<file path="config.mk">
export PLATFORM = sky130hd
export DESIGN_NAME = bfec_encoder
export DESIGN_NICKNAME = d
export VERILOG_FILES = /design/src/rtl/bfec_pkg.sv /design/src/rtl/bfec_pack.sv /design/src/rtl/bfec_parity.sv /design/src/rtl/bfec_pn.sv /design/src/rtl/bfec_encoder.sv
export SDC_FILE = /design/constraint.sdc
export NUM_CORES = 1
export LEC_CHECK = 0
export CORE_ASPECT_RATIO = 2
export CORE_MARGIN = 4
export CORE_UTILIZATION = 40
export DETAILED_ROUTE_END_ITERATION = 10
export HOLD_SLACK_MARGIN = 0.03
export SETUP_SLACK_MARGIN = 0.05
export SLEW_MARGIN = 15
export SYNTH_ARGS = -nofsm -noshare
export SYNTH_HDL_FRONTEND = slang
export SYNTH_SLANG_ARGS = --single-unit
</file>
<file path="constraint.sdc">
create_clock -name clk -period 3.6 [get_ports clk]
set_input_delay 0.72 -clock clk [delete_from_list [all_inputs] [get_ports clk]]
set_output_delay 0.72 -clock clk [all_outputs]
set_load 0.01 [all_outputs]
</file>
<file path="src/rtl/bfec_pkg.sv">
package bfec_pkg;
  // Low 32 coefficients of x^32+x^23+x^21+x^11+x^2+1
  localparam logic [31:0] BFEC_POLY    = 32'h00A0_0805;
  // Scrambler seed: odd stages set, top stage (57) holds 1
  localparam logic [57:0] BFEC_PN_SEED = 58'h2AA_AAAA_AAAA_AAAA;
  localparam int          BFEC_PN_W    = 58;
  localparam int          BFEC_PN_TAP  = 39;
endpackage

</file>
<file path="src/rtl/bfec_pack.sv">
module bfec_pack #(
  parameter int DATA_W = 64,
  parameter int WORD_W = 16,
  parameter int BLOCKS = 32
) (
  input  logic              clk,
  input  logic              rst_n,
  input  logic              in_valid,
  input  logic              hdr_bit,
  input  logic [DATA_W-1:0] in_data,
  output logic              in_ready,
  input  logic              pop,
  input  logic              frame_end,
  output logic              word_avail,
  output logic [WORD_W-1:0] word
);
  localparam int BLK_W = DATA_W + 1;
  localparam int BUF_W = WORD_W - 1 + BLK_W;
  localparam int CNT_W = $clog2(BUF_W + 1);
  localparam int BC_W  = $clog2(BLOCKS + 1);
  localparam logic [CNT_W-1:0] WORD_C = CNT_W'(WORD_W);
  localparam logic [CNT_W-1:0] BLK_C  = CNT_W'(BLK_W);

  logic [BUF_W-1:0] buf_q, buf_left, buf_next;
  logic [CNT_W-1:0] cnt_q, cnt_left, cnt_next;
  logic [BC_W-1:0]  blk_q;
  logic             take;

  always_comb begin
    cnt_left = pop ? (cnt_q - WORD_C) : cnt_q;
    buf_left = pop ? (buf_q >> WORD_W) : buf_q;
    in_ready = (blk_q < BC_W'(BLOCKS)) && (cnt_left < WORD_C);
    take     = in_valid & in_ready;
    buf_next = buf_left;
    cnt_next = cnt_left;
    if (take) begin
      buf_next = buf_left | (BUF_W'({in_data, hdr_bit}) << cnt_left);
      cnt_next = cnt_left + BLK_C;
    end
  end

  assign word_avail = (cnt_q >= WORD_C);
  assign word       = buf_q[WORD_W-1:0];

  always_ff @(posedge clk) begin
    if (!rst_n) begin
      buf_q <= '0;
      cnt_q <= '0;
      blk_q <= '0;
    end else begin
      buf_q <= buf_next;
      cnt_q <= cnt_next;
      if (frame_end)  blk_q <= '0;
      else if (take)  blk_q <= blk_q + BC_W'(1);
    end
  end
endmodule

</file>
<file path="src/rtl/bfec_parity.sv">
module bfec_parity #(
  parameter int              WORD_W = 16,
  parameter int              PAR_W  = 32,
  parameter logic [PAR_W-1:0] POLY  = bfec_pkg::BFEC_POLY
) (
  input  logic              clk,
  input  logic              rst_n,
  input  logic              clr,
  input  logic              absorb,
  input  logic [WORD_W-1:0] word_in,
  input  logic              emit,
  output logic [WORD_W-1:0] par_word
);
  logic [PAR_W-1:0] par_q, par_upd;

  // Fold WORD_W message bits into the remainder, bit 0 first
  always_comb begin
    logic [PAR_W-1:0] r;
    logic             fb;
    r = par_q;
    for (int i = 0; i < WORD_W; i++) begin
      fb = word_in[i] ^ r[PAR_W-1];
      r  = {r[PAR_W-2:0], 1'b0} ^ (fb ? POLY : '0);
    end
    par_upd = r;
  end

  always_comb begin
    for (int i = 0; i < WORD_W; i++) par_word[i] = par_q[PAR_W-1-i];
  end

  always_ff @(posedge clk) begin
    if (!rst_n || clr) par_q <= '0;
    else if (absorb)   par_q <= par_upd;
    else if (emit)     par_q <= par_q << WORD_W;
  end
endmodule

</file>
<file path="src/rtl/bfec_pn.sv">
module bfec_pn #(
  parameter int              WORD_W = 16,
  parameter int              PN_W   = bfec_pkg::BFEC_PN_W,
  parameter int              PN_TAP = bfec_pkg::BFEC_PN_TAP,
  parameter logic [PN_W-1:0] SEED   = bfec_pkg::BFEC_PN_SEED
) (
  input  logic              clk,
  input  logic              rst_n,
  input  logic              restart,
  input  logic              adv,
  output logic [WORD_W-1:0] mask
);
  logic [PN_W-1:0] st_q, st_next;

  always_comb begin
    logic [PN_W-1:0] s;
    logic            b;
    s = st_q;
    for (int i = 0; i < WORD_W; i++) begin
      b       = s[PN_W-1] ^ s[PN_TAP-1];
      mask[i] = b;
      s       = {s[PN_W-2:0], b};
    end
    st_next = s;
  end

  always_ff @(posedge clk) begin
    if (!rst_n || restart) st_q <= SEED;
    else if (adv)          st_q <= st_next;
  end
endmodule

</file>
<file path="src/rtl/bfec_encoder.sv">
module bfec_encoder #(
  parameter int DATA_W = 64,
  parameter int WORD_W = 16,
  parameter int BLOCKS = 32,
  parameter int PAR_W  = 32
) (
  input  logic              clk,
  input  logic              rst_n,
  input  logic              in_valid,
  output logic              in_ready,
  input  logic [1:0]        in_hdr,
  input  logic [DATA_W-1:0] in_data,
  output logic              out_valid,
  input  logic              out_ready,
  output logic [WORD_W-1:0] out_data,
  output logic              out_sop
);
  localparam int PAY_WORDS   = BLOCKS * (DATA_W + 1) / WORD_W;
  localparam int FRAME_WORDS = PAY_WORDS + PAR_W / WORD_W;
  localparam int WC_W        = $clog2(FRAME_WORDS);

  logic [WC_W-1:0]   wc_q;
  logic              in_par, fire, pop, emit, last, word_avail, hdr_bit;
  logic [WORD_W-1:0] pay_word, par_word, mask;

  assign hdr_bit   = in_hdr[1] & ~in_hdr[0];
  assign in_par    = (wc_q >= WC_W'(PAY_WORDS));
  assign out_valid = in_par | word_avail;
  assign fire      = out_valid & out_ready;
  assign pop       = fire & ~in_par;
  assign emit      = fire & in_par;
  assign last      = fire && (wc_q == WC_W'(FRAME_WORDS - 1));
  assign out_sop   = out_valid && (wc_q == '0);
  assign out_data  = (in_par ? par_word : pay_word) ^ mask;

  bfec_pack #(.DATA_W(DATA_W), .WORD_W(WORD_W), .BLOCKS(BLOCKS)) u_pack (
    .clk(clk), .rst_n(rst_n), .in_valid(in_valid), .hdr_bit(hdr_bit),
    .in_data(in_data), .in_ready(in_ready), .pop(pop), .frame_end(last),
    .word_avail(word_avail), .word(pay_word)
  );

  bfec_parity #(.WORD_W(WORD_W), .PAR_W(PAR_W)) u_par (
    .clk(clk), .rst_n(rst_n), .clr(last), .absorb(pop), .word_in(pay_word),
    .emit(emit), .par_word(par_word)
  );

  bfec_pn #(.WORD_W(WORD_W)) u_pn (
    .clk(clk), .rst_n(rst_n), .restart(last), .adv(fire), .mask(mask)
  );

  always_ff @(posedge clk) begin
    if (!rst_n)    wc_q <= '0;
    else if (fire) wc_q <= last ? '0 : wc_q + WC_W'(1);
  end
endmodule

</file>
Word-level counts from Yosys, hierarchy flattened
Index checks and enable logic that the tools add are counted.
{"block": "word_totals", "input_bits": 70, "out_inout_bits": 19, "ff_bits": 191, "word_cells": 107}
{"block": "classes", "add_sub_neg": 4, "n_shift": 1, "bitwise": 59, "order_cmp": 4, "n_reduce_logical": 8, "n_eq_ne": 1, "muxes": 24}
{"cell": "$xor A32 B32 Y32", "count": 16}
{"cell": "$mux W24", "count": 16}
{"cell": "$mux W80", "count": 2}
{"cell": "$or A80 B80 Y80", "count": 1}
{"cell": "$shl A65 B7 Y80", "count": 1}
{"cell": "$mux W32", "count": 2}
{"cell": "$xor A1 B1 Y1", "count": 32}
{"cell": "$mux W16", "count": 1}
{"cell": "$xor A16 B16 Y16", "count": 1}
{"cell": "$mux W7", "count": 2}
{"cell": "$add A8 B1 Y8 const B", "count": 1}
{"cell": "$eq A8 B8 Y1 const B", "count": 1}
{"cell": "$ge A8 B8 Y1 const B", "count": 1}
{"cell": "$logic_not A8 Y1", "count": 1}
{"cell": "$mux W8", "count": 1}
{"cell": "$add A7 B7 Y7 const B", "count": 1}
{"cell": "$ge A7 B5 Y1 const B", "count": 1}
{"cell": "$lt A7 B5 Y1 const B", "count": 1}
{"cell": "$sub A7 B5 Y7 const B", "count": 1}
{"cell": "$add A6 B1 Y6 const B", "count": 1}
{"cell": "$lt A6 B6 Y1 const B", "count": 1}
{"cell": "$and A1 B1 Y1", "count": 5}
{"cell": "$logic_and A1 B1 Y1", "count": 3}
{"cell": "$not A1 Y1", "count": 3}
{"cell": "5 further kinds", "count": 5}

Logic depth before layout (Yosys ltp)
Gate-level depths: netlist (run 1).
{"block": "depth", "word_depth": 49, "mapped_depth": 14, "ltp_nobuf": 9}

Cells and area by module
Synthesis (run 1) repeated with hierarchy kept, for this count alone.
{"block": "unflattened", "hier_cells": 1397, "area_unflattened_um2": 13362.8}
{"mod": "bfec_pack", "seq_area_each_um2": 1861.8, "cells_per_inst": 859, "area_each_um2": 8229.1, "instances": 1}
{"mod": "bfec_pn", "seq_area_each_um2": 1161.1, "cells_per_inst": 224, "area_each_um2": 2308.5, "instances": 1}
{"mod": "bfec_parity", "seq_area_each_um2": 640.6, "cells_per_inst": 218, "area_each_um2": 1981.9, "instances": 1}
{"mod": "bfec_encoder", "seq_area_each_um2": 160.2, "cells_per_inst": 96, "area_each_um2": 843.3, "instances": 1}

Worst setup path before layout (run 1)
No wires, ideal clock.
{"block": "synth_timing", "path_kind": "register to output", "from": "reg u_pack.cnt_q[1]", "to": "out in_ready", "arrival_time_ns": 2.954, "path_buffers": 4, "setup_slack_ns": -0.074, "t_required_ns": 2.880, "stages_incl_launch_ff": 12, "cell_sequence": "dfxtp_1 buf_2 buf_2 buf_4 clkinv_1 ha_1 and4bb_1 o41ai_4 o21ai_1 o221ai_2 clkbuf_1 nor3b_1"}
{"block": "synth_via", "elab_chain_cells": 7, "elab_cells_between_ends": 8, "cone_classes": "add/sub: 1; order compare: 2; mux: 1; bitwise: 3; reduce/logical: 1"}
{"element": "start, declared", "line_no": "bfec_pack.sv:25", "rtl": "logic [CNT_W-1:0] cnt_q, cnt_left, cnt_next;"}
{"element": "start signal, assigned", "line_no": "bfec_pack.sv:52", "rtl": "cnt_q <= cnt_next;"}
{"element": "$ge A7 B5 Y1", "line_no": "bfec_pack.sv:42", "rtl": "assign word_avail = (cnt_q >= WORD_C);"}
{"element": "$or A1 B1 Y1", "line_no": "bfec_encoder.sv:28", "rtl": "assign out_valid = in_par | word_avail;"}
{"element": "$and A1 B1 Y1", "line_no": "bfec_encoder.sv:29", "rtl": "assign fire = out_valid & out_ready;"}
{"element": "$and A1 B1 Y1", "line_no": "bfec_encoder.sv:30", "rtl": "assign pop = fire & ~in_par;"}
{"element": "$mux W7 (*)", "line_no": "bfec_pack.sv:30", "rtl": "cnt_left = pop ? (cnt_q - WORD_C) : cnt_q;"}
{"element": "$lt A7 B5 Y1 (*)", "line_no": "bfec_pack.sv:32", "rtl": "in_ready = (blk_q < BC_W'(BLOCKS)) && (cnt_left < WORD_C);"}
{"element": "$logic_and A1 B1 Y1 (*)", "line_no": "bfec_pack.sv:32"}
{"element": "end, declared", "line_no": "bfec_encoder.sv:10", "rtl": "output logic in_ready,"}
Mark *: on every way between the ends. The rest lies on a longest branch, timed or not.

Final worst setup path (run 1)
{"block": "layout_timing", "from": "reg wc_q[0]", "to": "out out_data[0]"}
{"block": "layout_via", "elab_chain_cells": 3}
{"element": "start, declared", "line_no": "bfec_encoder.sv:22", "rtl": "logic [WC_W-1:0] wc_q;"}
{"element": "start signal, assigned", "line_no": "bfec_encoder.sv:53", "rtl": "else if (fire) wc_q <= last ? '0 : wc_q + WC_W'(1);"}
{"element": "$ge A8 B8 Y1", "line_no": "bfec_encoder.sv:27", "rtl": "assign in_par = (wc_q >= WC_W'(PAY_WORDS));"}
{"element": "$mux W16", "line_no": "bfec_encoder.sv:34", "rtl": "assign out_data = (in_par ? par_word : pay_word) ^ mask;"}
{"element": "$xor A16 B16 Y16", "line_no": "bfec_encoder.sv:34"}
{"element": "end, declared", "line_no": "bfec_encoder.sv:15", "rtl": "output logic [WORD_W-1:0] out_data,"}
No other way between the ends.

==> results of run 1 <==
==> how the worst max path moves through the flow <==
stage | endpoint | slack [ns] | cells past startpoint
5_1_grt | out_data[0] | -0.17 | 9
6_report | out_data[0] | -0.07 | 9
4_1_cts | out_data[12] | -0.16 | 8
2_1_floorplan | in_ready | 0.09 | 11
3_5_place_dp | out_data[12] | 0.23 | 8
3_3_place_gp | out_data[12] | 0.26 | 8
==> sequential cells by signal, indices dropped and copies added, names as in the netlist <==
signal / count
wc_q: 8
u_pack.buf_q: 80
u_pack.blk_q: 6
u_par.par_q: 32
u_pack.cnt_q: 7
u_pn.st_q: 58
==> layer usage <==
layer  global-route usage (%)  wire [microns]  up-vias
li1                         -               -     5304
met1                     23.1           13600     5171
met2                     42.7           20600      333
met3                     2.99            1310       97
met4                     13.1            2470        0
met5                        0               0        -
==> cells by family after synthesis <==
logic type	Yosys count
AOI/OAI and AO/OA	251
muxes	174
buffers and inverters	134
and+or+nand+nor	637
adders and majority gates	8
xor gates and xnor gates	100
DFF	191
==> cell usage after synthesis, types with 3 or more instances <==
library cell and n:
clkinv_1 3, and4_1 3, nor3_1 26, a31oi_1 24, and3_1 8, nor2b_1 4
nor4_1 3, nor2_1 219, a21boi_0 4, mux4_2 58, xor2_1 40, nand3_1 33
nand4_1 10, o22ai_1 9, ha_1 8, o21ai_0 37, mux2i_1 94, buf_1 13
buf_2 30, dfxtp_1 191, a32oi_1 4, a221oi_1 13, inv_1 9, xnor2_1 60
mux2_2 22, a2bb2oi_1 3, nand2_1 308, clkbuf_1 75, or3_1 4, o22a_1 34
a211oi_1 21, o211ai_1 4, or2_2 3, a21oi_1 67, a32o_1 3
==> power groups by stage <==
stage	combinational, mW	sequential (mW)	clock (mW)
2_1_floorplan	4.87	3.11	0
3_3_place_gp	6.84	3.25	0
3_5_place_dp	6.88	3.27	0
4_1_cts	6.89	3.22	1.89
5_1_grt	7.48	3.32	1.98
6_report	6.87	3.24	1.86
==> per-stage QoR <==
step	hold slack, ns	utilization, %	instances	area [sq um]
after floorplan	0.432	-	1495	12200
after global placement	0.441	44.9	1870	13500
after detailed placement	0.448	44.9	1870	13500
after CTS	0.459	46.8	1904	14100
after global routing	0.478	47.2	1909	14200
final	0.454	47.2	1909	14200
==> worst max-delay path: cells and delay by family, from the launching register on <==
kind                       cells  cell delay (ns)
adders and majority gates      1             0.20
muxes                          1             0.27
AOI/OAI and AO/OA              1             0.18
DFF                            1             0.35
xor gates and xnor gates       1             0.16
buffers and inverters          4             0.90
and+or+nand+nor                1             0.44
==> area by class of cell <==
type	count	area (sq um)
inverter	14	52.6
clock inverter	13	123
fill	2986	15900
clock buffer	19	453
timing repair buffer	134	1400
sequential	191	3830
tap	368	460
multi-input combinational	1170	7920
==> repair_timing <==
item / in CTS / in global routing
pin swaps: 1 / 1
gates cloned: 0 / 2
gates resized for setup: 10 / 22
hold buffers: 0 / 0
setup buffers: 2 / 3
setup endpoints to repair: 17 / 15
==> results.md, run 1 <==
* Outcome: finished, violations left
* Failing checks: negative setup slack
* Gate Count Post-Synth at 1495
* Diode count at 0
* Max-slew violations at 0
* First-iteration detailed-routing DRC count at 803
* Arr. time, crit path at 2.95 ns
* Max Cap Viol at 0
* Pwr per Cell Area at 840 mW/mm^2
* Psw at 5.40 mW
* Seq pwr share at 27.0%
* Reg-to-reg endpoint: u_pack.buf_q[13]
* Min-delay src: u_pn.st_q[2]
* Core region area at 0.0302 sq mm
* Crit path largest cell delay at 0.56 ns
* Synth Area in Adders at 0.820%
* Worst hold path depth at 2
* Avg Cell Area, Syn at 8.17 sq um
* Crit path time final at 3.67 ns
* Area leader, netlist: dfxtp_1
* Residual DRC at 0
* Slew @ Worst Pin at 0.885 ns
* Drt via density at 5.71
* Clk sinks at 191
* Final Skew at 0.0147 ns
* Clk pwr share at 15.6%
* Die ar. at 0.0336 sq mm
* Synth unique cells at 75
* Syn nets at 1573
* Worst Setup Start Kind: flop
* Int Pwr at 6.57 mW
* FFs w/ async S/R, synth at 0%
* Area Overhead vs Synth at 16.6%
* Initial Util at 40.5%
* Setup CP Type: flop to primary output
* Critical-path maximum fanout at 7
* Logic pwr share at 57.4%
* Critical Path Start: wc_q[0]
* Max Fclk at 0.273 GHz
* Worst-path cell chain: inv_1 -> ha_1 -> or4_4 -> o21ai_4 -> buf_12 -> buf_12 -> mux2i_1 -> xnor2_1 -> clkdlybuf4s50_1
* Avg WL per Cell at 19.9 microns
* CTS max path bufs at 2
* XOR/XNOR share of the synthesized area at 7.17%
* Reg-to-reg setup timing slack at 0.40 ns
* Sequential area share after synthesis at 31.3%
* Commonest non-fill, non-tap cell in the layout: nand2_1
* DP HPWL at 28400 microns
* Htree depth at 4
* Tot GR Track Use at 22.3%
* RSZ-0062 raised after global routing: yes
* I/O Pins at 89
* First-pass GRT wire length at 59400 microns
* Period utilization at 102%
* R2R Path Start: wc_q[0]
* Main area contributors after synthesis: dfxtp_1 (31%), mux4_2 (11%), nand2_1 (9.5%), mux2i_1 (7.7%), nor2_1 (6.7%)
* Share of the synthesized area in the top cell type at 31.3%
* Proportion of synthesized area in mux cells at 20.4%
* CTS tree: yes
* Simple-gate share of the synthesized area at 21.6%
* Most frequent cells in the layout: nand2_1 (306), nor2_1 (219), dfxtp_1 (186), mux2i_1 (88), clkdlybuf4s50_1 (77)
* Peak VDD IR at 0.450 mV
* Via count at 10900
* Final global-route overflow total at 0
* Root Buffer: clkbuf_16
* Final wirelength at 38000 microns
* Die X at 132 microns
* Setup Viol. Count Final at 6
* Rows at 90
* Final Hold Fails at 0
* Worst hold endpoint: u_pn.st_q[18]
* Place WS at 0.232 ns
* EDFF count, synth at 0
* Compound-Gate Fraction of Synth Area at 14.1%
* Antenna-violating nets left at 0
* Min-delay worst type: flop to flop
* Crit path max-delay cell type: clkdlybuf4s50_1
* Crit path required time at 2.88 ns
* Warnings, synthesis at 0
* Largest net degree at the start of global routing at 97
* Layout net count at 1606
* Vias in the first global route at 10500
* Switching fraction of total power at 45.1%
* Leakage at 5.49 nW
* Worst r2r path cells at 14
* Initial DRT Pass Iterations at 5
* Die H at 255 microns
* Setup crit end kind: primary output
* Final worst slack at -0.0669 ns
* Most used DFF post-synth: dfxtp_1
* CP most frequent cell: buf_12
* Number of port buffers at 88
* Max-slew headroom at 40.9%
* GP Congestion at 0.896
* Largest family of logic cells by synthesized area: simple AND/OR/NAND/NOR gates
* Clock slew at reported path FFs at 0.07 ns
* Setup_tns at -0.176 ns
* Total power at 12.0 mW
* Synth Register Bits at 191
* Synthesized cell area at 0.0122 sq mm
* Skew-Pair Late Insertion Delay at 0.45 ns
* Antenna violations before repair at 0
* CTS buffer count at 17
* Share of cells above drive strength 1 at 12.8%
Note: power is estimated with default switching activity, not from simulation.
==> run 2, diff against run 1 <==
- CELL_PAD_IN_SITES_DETAIL_PLACEMENT: not set -> 1
- CELL_PAD_IN_SITES_GLOBAL_PLACEMENT: not set -> 1
- PLACE_DENSITY_LB_ADDON: not set -> 0.1
- SYNTH_HIERARCHICAL: not set -> 1
==> run 2 against run 1 <==
Against the previous run: the run now ends clean; synthesized area rose by 9.4%; combinational power is 26% higher; clock-buffer cell count is the same; fmax rose by 6.4%; power rose by 15%; synthesized cell count fell by 6.6%; setup slack better by 0.22 ns; register-to-register slack worse by 0.13 ns; non-clock buffer count rose by 54; hold slack got worse by 0.0016 ns; die area grew 9.0%; critical endpoint is now out_data[4].
==> results.md, run 2 <==
* Sequential area share after synthesis at 28.6% (-2.7 points)
* Rows at 94 (+4.4%)
* Diode count at 0 (unchanged)
* I/O Pins at 89 (unchanged)
* Skew-Pair Late Insertion Delay at 0.45 ns (about the same)
* Period utilization at 95.7% (-6.1 points)
* Drt via density at 5.81 (+1.7%)
* Leakage at 5.35 nW (-2.5%)
* Avg Cell Area, Syn at 9.57 sq um (+17%)
* Max-slew violations at 0 (unchanged)
* Share of cells above drive strength 1 at 19.7% (+6.9 points)
* Slew @ Worst Pin at 1.08 ns (+0.198 ns)
* R2R Path Start: u_pack/cnt_q[1]
* Initial DRT Pass Iterations at 5 (unchanged)
* Crit path required time at 2.88 ns (about the same)
* Synth unique cells at 81 (+8.0%)
* Setup CP Type: flop to primary output
* Critical Path Start: wc_q[0]
* Antenna violations before repair at 0 (unchanged)
* Critical-path maximum fanout at 14 (+7)
* First-pass GRT wire length at 70900 microns (+19%)
* Share of the synthesized area in the top cell type at 28.6% (-2.7 points)
* Worst hold path depth at 2 (unchanged)
* Die ar. at 0.0366 sq mm (+9.0%)
* GP Congestion at 0.994 (+11%)
* Warnings, synthesis at 6 (+6)
* Most used DFF post-synth: dfxtp_1
* CTS max path bufs at 2 (unchanged)
* Synthesized cell area at 0.0134 sq mm (+9.4%)
* Residual DRC at 0 (unchanged)
* Most frequent cells in the layout: dfxtp_1 (186), mux2i_1 (176), nor2_1 (107), nand2_1 (103), buf_4 (92)
* Final Hold Fails at 0 (unchanged)
* Area leader, netlist: dfxtp_1
* Synth Register Bits at 191 (unchanged)
* Max Fclk at 0.290 GHz (+6.4%)
* First-iteration detailed-routing DRC count at 650 (-19%)
* Setup_tns at 0 ns (+0.176 ns)
* Htree depth at 4 (unchanged)
* Min-delay worst type: flop to flop
* Max Cap Viol at 0 (unchanged)
* Area Overhead vs Synth at 16.0%
* Pwr per Cell Area at 889 mW/mm^2 (+5.8%)
* Max-slew headroom at 27.5% (-13 points)
* Final global-route overflow total at 0 (unchanged)
* Antenna-violating nets left at 0 (unchanged)
* Max reg flops at 80 (unchanged)
* EDFF count, synth at 0 (unchanged)
* Synth top cells by count: dfxtp_1 (191), mux2i_1 (187), nor2_1 (108)
* Finished Core Util at 47.1% (-0.12 points)
* Critical path destination: out_data[4]
* Largest net degree at the start of global routing at 93 (-4.1%)
* Final wirelength at 46700 microns (+23%)
* DP HPWL at 37300 microns (+31%)
* Worst Setup Start Kind: flop
* Worst r2r path cells at 17 (+3)
* Avg WL per Cell at 24.5 microns (+23%)
* Vias in the first global route at 11800 (+12%)
* CTS buffer count at 17 (unchanged)
* Finished Cell Area at 0.0155 sq mm (+8.8%)
* Tot GR Track Use at 25.8% (+3.6 points)
* Layout net count at 1542 (-4.0%)
* Largest Register: u_pack/buf_q
* RSZ-0062 raised after global routing: yes
* Outcome: complete, no violations
* Syn nets at 1475 (-6.2%)
* FFs w/ async S/R, synth at 0% (unchanged)
* Core region area at 0.0329 sq mm (+9.1%)
* Crit path time final at 3.45 ns (-0.221 ns)
* Reg-to-reg setup timing slack at 0.27 ns (-0.13 ns)
* Root Buffer: clkbuf_16
* Clk sinks at 191 (unchanged)
* Die X at 137 microns (+4.3%)
* CTS tree: yes
* Final Skew at 0.0135 ns (-0.00124 ns)
* Arr. time, crit path at 2.73 ns (-0.22 ns)
* Initial Util at 40.6% (+0.11 points)
* Most common cell in the synthesized netlist: dfxtp_1
* Reg-to-reg endpoint: u_pack/buf_q[32]
* Via count at 11100 (+1.7%)
* Commonest non-fill, non-tap cell in the layout: dfxtp_1
* Regs by FF count: u_pack/buf_q: 80 flops, u_pn/st_q: 58 flops, u_par/par_q: 32 flops
* Post-DP Area at 0.0148 sq mm (+9.2%)
* Die H at 266 microns (+4.5%)
* Number of port buffers at 88 (unchanged)
* Setup crit end kind: primary output
* Post-route insts no fill at 1909 (unchanged)
* Peak VDD IR at 0.448 mV (-0.58%)
* Main area contributors after synthesis: dfxtp_1 (29%), mux2i_1 (14%), mux4_2 (8.6%), xnor2_1 (4.1%), mux2_2 (4.0%)
* Gate Count Post-Synth at 1397 (-6.6%)
* Clock slew at reported path FFs at 0.08 ns (about the same)
* Setup Viol. Count Final at 0 (-6)
* Placed cell count at 1868 (-0.11%)
## run 2: kinds of logic after synthesis
logic type | Yosys count | synth area share [%]
adders and majority gates | 8 | 0.749
muxes | 298 | 28.8
and+or+nand+nor | 316 | 10.8
xor gates and xnor gates | 97 | 7.28
buffers and inverters | 174 | 7.33
AOI/OAI and AO/OA | 313 | 16.4
DFF | 191 | 28.6
## run 2: how the worst min path moves through the flow
stage | to | slack (ns) | startpoint
floorplan | u_pack/buf_q[76] | 0.42 | u_pack/buf_q[76]
global placement | u_pack/buf_q[76] | 0.43 | u_pack/buf_q[76]
detailed placement | u_pack/buf_q[75] | 0.44 | u_pack/buf_q[75]
CTS | u_pack/buf_q[75] | 0.46 | u_pack/buf_q[75]
global route | u_pack/buf_q[69] | 0.50 | u_pack/buf_q[69]
finish | u_pack/buf_q[75] | 0.45 | u_pack/buf_q[75]
## run 2: area by class of cell
type	instances	area (sq um)
Clock buffer	19	433
Fill cell	3719	17400
Timing Repair Buffer	188	1730
Sequential cell	191	3830
Clock inverter	13	121
Inverter	34	128
Multi-Input combinational cell	1032	8710
Tap cell	432	541
## run 2: worst max-delay path, cell delays in order (launching register included)
cell             delay [ns]
dfxtp_1                0.36
inv_1                  0.10
ha_1                   0.26
nor3_1                 0.15
a21bo_2                0.20
buf_12                 0.18
mux2i_2                0.31
xnor2_1                0.15
clkdlybuf4s50_1        0.55
## run 2: what timing repair did
action | 4_1_cts | 5_1_grt
pin swaps | 1 | 3
hold buffers | 0 | 0
resized for setup | 18 | 18
setup endpoints to repair | 11 | 13
buffers inserted | 3 | 6
## run 2: layer usage
layer	routed length (microns)	GRT usage (%)
met5	0	0
met4	3620	16.7
met3	1400	3.83
met2	26200	50.1
met1	15500	24.3
## run 2: metrics by stage
| stage | hold slack, ns | total power [mW] | worst slack, ns |
|---|---|---|---|
| after floorplan | 0.420 | 8.81 | 0.0629 |
| after global placement | 0.432 | 11.7 | 0.105 |
| after detailed placement | 0.445 | 11.8 | 0.0649 |
| after CTS | 0.456 | 13.7 | 0.0241 |
| after global routing | 0.503 | 14.6 | 0.0222 |
| final | 0.452 | 13.8 | 0.154 |
## run 2: power by group
part | internal (mW) | switching, mW | leakage [nW]
clock | 1.01 | 0.831 | 0.265
combinational | 3.73 | 4.94 | 3.53
sequential | 2.71 | 0.554 | 1.56
total | 7.45 | 6.32 | 5.35
==> run 3, diff against run 2 <==
- CORE_UTILIZATION: 40 -> 43
==> run 3 against run 2 <==
Against the previous run: setup slack lost 0.056 ns; power is 0.62% lower; clock power up 8%; global-route usage is 0.14 points higher; critical endpoint is now out_data[14]; final cell count shrank 3.9%; combinational power decreased by 2%; die area is 6.7% lower; clock skew rose by 0.0010 ns.
==> results.md, run 3 (synthesis results as in run 2) <==
* Max reg flops at 80 (unchanged)
* Diode count at 0 (unchanged)
* Int Pwr at 7.47 mW (+0.27%)
* Setup crit end kind: primary output
* Crit path required time at 2.88 ns (about the same)
* Drt via density at 6.01 (+3.4%)
* Switching fraction of total power at 45.4% (-0.48 points)
* Worst r2r path cells at 8 (-9)
* Clk pwr share at 14.4% (+1.0 points)
* Critical-path maximum fanout at 16 (+2)
* Worst hold path depth at 2 (unchanged)
* Clk sinks at 191 (unchanged)
* Crit path time final at 3.50 ns (+0.0559 ns)
* RSZ-0062 raised after global routing: yes
* Die ar. at 0.0341 sq mm (-6.7%)
* Share of cells above drive strength 1 at 18.9% (-0.84 points)
* Reg-to-reg setup timing slack at 0.27 ns (about the same)
* Area Overhead vs Synth at 14.4%
* Psw at 6.22 mW (-1.7%)
* Rows at 91 (-3.2%)
* Max Fclk at 0.286 GHz (-1.6%)
* I/O Pins at 89 (unchanged)
* Most frequent cells in the layout: dfxtp_1 (186), mux2i_1 (182), nor2_1 (106), nand2_1 (103)
* Tot GR Track Use at 26.0% (+0.14 points)
* Top Family by Delay on Critical Path: buffers and inverters
* Antenna violations before repair at 0 (unchanged)
* Post-route insts no fill at 1835 (-3.9%)
* Max-slew headroom at 40.3% (+13 points)
* Vias in the first global route at 11800 (+0.51%)
* CTS max path bufs at 2 (unchanged)
* Crit path largest cell delay at 0.55 ns (about the same)
* Initial Util at 43.5% (+2.9 points)
* Die X at 133 microns (-3.3%)
* Layout net count at 1528 (-0.91%)
* Worst-path cell chain: nor4_4 -> a21bo_2 -> buf_12 -> mux2i_2 -> buf_4 -> xnor2_1 -> clkdlybuf4s50_1
* Largest Register: u_pack/buf_q
* Worst hold endpoint: u_pack/buf_q[69]
* Placed cell count at 1798 (-3.7%)
* Regs by FF count: u_pack/buf_q: 80 flops, u_pn/st_q: 58 flops, u_par/par_q: 32 flops
* Crit path depth at 7 (-1)
* Min-delay worst type: flop to flop
* Htree depth at 4 (unchanged)
* First-pass GRT wire length at 68400 microns (-3.4%)
* Buf+Inv Stages, Crit Path at 3 (unchanged)
* Leakage at 5.32 nW (-0.52%)
* Number of port buffers at 88 (unchanged)
* Initial DRT Pass Iterations at 5 (unchanged)
* Final Skew at 0.0145 ns (+0.00101 ns)
* Min-delay src: u_pack/buf_q[69]
* Max-slew violations at 0 (unchanged)
* First-iteration detailed-routing DRC count at 552 (-15%)
* Outcome: complete, no violations
* CTS tree: yes
* Avg WL per Cell at 24.3 microns (-0.56%)
* CTS buffer count at 17 (unchanged)
* Final wirelength at 44700 microns (-4.4%)
* Setup Viol. Count Final at 0 (unchanged)
* Residual DRC at 0 (unchanged)
* Final global-route overflow total at 0 (unchanged)
* Arr. time, crit path at 2.78 ns (+0.05 ns)
* R2R Path Start: u_pack/cnt_q[2]
* Worst Setup Start Kind: flop
* Via count at 11000 (-0.57%)
* Commonest non-fill, non-tap cell in the layout: dfxtp_1
* Crit path max-delay cell type: clkdlybuf4s50_1
* Period utilization at 97.3% (+1.6 points)
* Max Cap Viol at 0 (unchanged)
* Largest net degree at the start of global routing at 124 (+33%)
* DP HPWL at 35300 microns (-5.4%)
* Reg-to-reg endpoint: u_pack/buf_q[68]
* Final Hold Fails at 0 (unchanged)
* Pwr per Cell Area at 896 mW/mm^2 (+0.80%)
* Logic pwr share at 62.1% (-0.9 points)
* Critical Path Start: wc_q[3]
* Core region area at 0.0307 sq mm (-6.6%)
* Setup CP Type: flop to primary output
* Root Buffer: clkbuf_16
* Clock slew at reported path FFs at 0.08 ns (about the same)
* Antenna-violating nets left at 0 (unchanged)
* Fill count at 3490 (-6.2%)
* Die H at 257 microns (-3.4%)
* Seq pwr share at 23.5% (-0.2 points)
* Slew @ Worst Pin at 0.896 ns (-0.188 ns)
* Skew-Pair Late Insertion Delay at 0.45 ns (about the same)
* Setup_tns at 0 ns (unchanged)
* Total power at 13.7 mW (-0.62%)
* Peak VDD IR at 0.527 mV (+18%)
* GP Congestion at 0.936 (-5.9%)
## run 3: changes by cell type in the layout (fill, tap and decap cells not counted), moves of 4 or more
cell             previous run  this run
mux2i_1                   176       182
clkdlybuf4s50_1            74        80
clkinvlp_4                  2         7
clkinv_1                    5         0
dlygate4sd2_1               6         2
mux2i_4                     7         2
buf_4                      92        80
## run 3: worst max path at each step
| stage | end |
|---|---|
| floorplan | in_ready |
| global placement | u_pack/buf_q[42] |
| detailed placement | u_pack/buf_q[42] |
| CTS | in_ready |
| global route | out_data[14] |
| finish | out_data[14] |
## run 3: final cells by class
cell class | instances | area (sq um) | area share [%]
multi-input combinational | 1032 | 8650 | 56.6
sequential | 191 | 3830 | 25.1
timing repair buffer | 174 | 1600 | 10.5
tap | 372 | 465 | 3.05
clock buffer | 20 | 447 | 2.92
clock inverter | 12 | 160 | 1.05
inverter | 34 | 128 | 0.835
## run 3: repair_timing
item | CTS | global route
hold endpoints to repair | 0 | 0
hold buffers | 0 | 0
resized for setup | 11 | 7
pin swaps | 4 | 2
setup buffers | 5 | 0
setup endpoints to repair | 10 | 15
## run 3: tightest hold or removal path, cell delays in order, from the launching register on
cell and delay (ns):
dfxtp_1 0.33, nand2_1 0.05, o21ai_0 0.05
## run 3: stage by stage
stage,setup slack [ns],util [%],instance area (sq um),hold slack (ns)
final,0.0986,49.7,15300,0.465
after global routing,-0.0331,49.7,15300,0.503
after CTS,0.00327,49.7,15300,0.466
after detailed placement,0.0155,47.5,14600,0.450
after global placement,0.0830,47.5,14600,0.437
after floorplan,0.0629,-,13400,0.420
## run 3: power by group through the flow
| stage | registers (mW) | logic (mW) | clock network (mW) |
|---|---|---|---|
| floorplan | 3.01 | 5.80 | 0 |
| global placement | 3.24 | 8.25 | 0 |
| detailed placement | 3.26 | 8.38 | 0 |
| CTS | 3.22 | 8.49 | 2.03 |
| global route | 3.29 | 9.07 | 2.10 |
| finish | 3.22 | 8.49 | 1.98 |
## run 3: routing by layer
layer,up-vias,track usage (%),wire (microns)
met4,0,19.6,3860
met1,5433,23.7,14900
li1,5157,-,-
met5,-,0,0
met3,133,3.87,1310
met2,306,50.4,24600
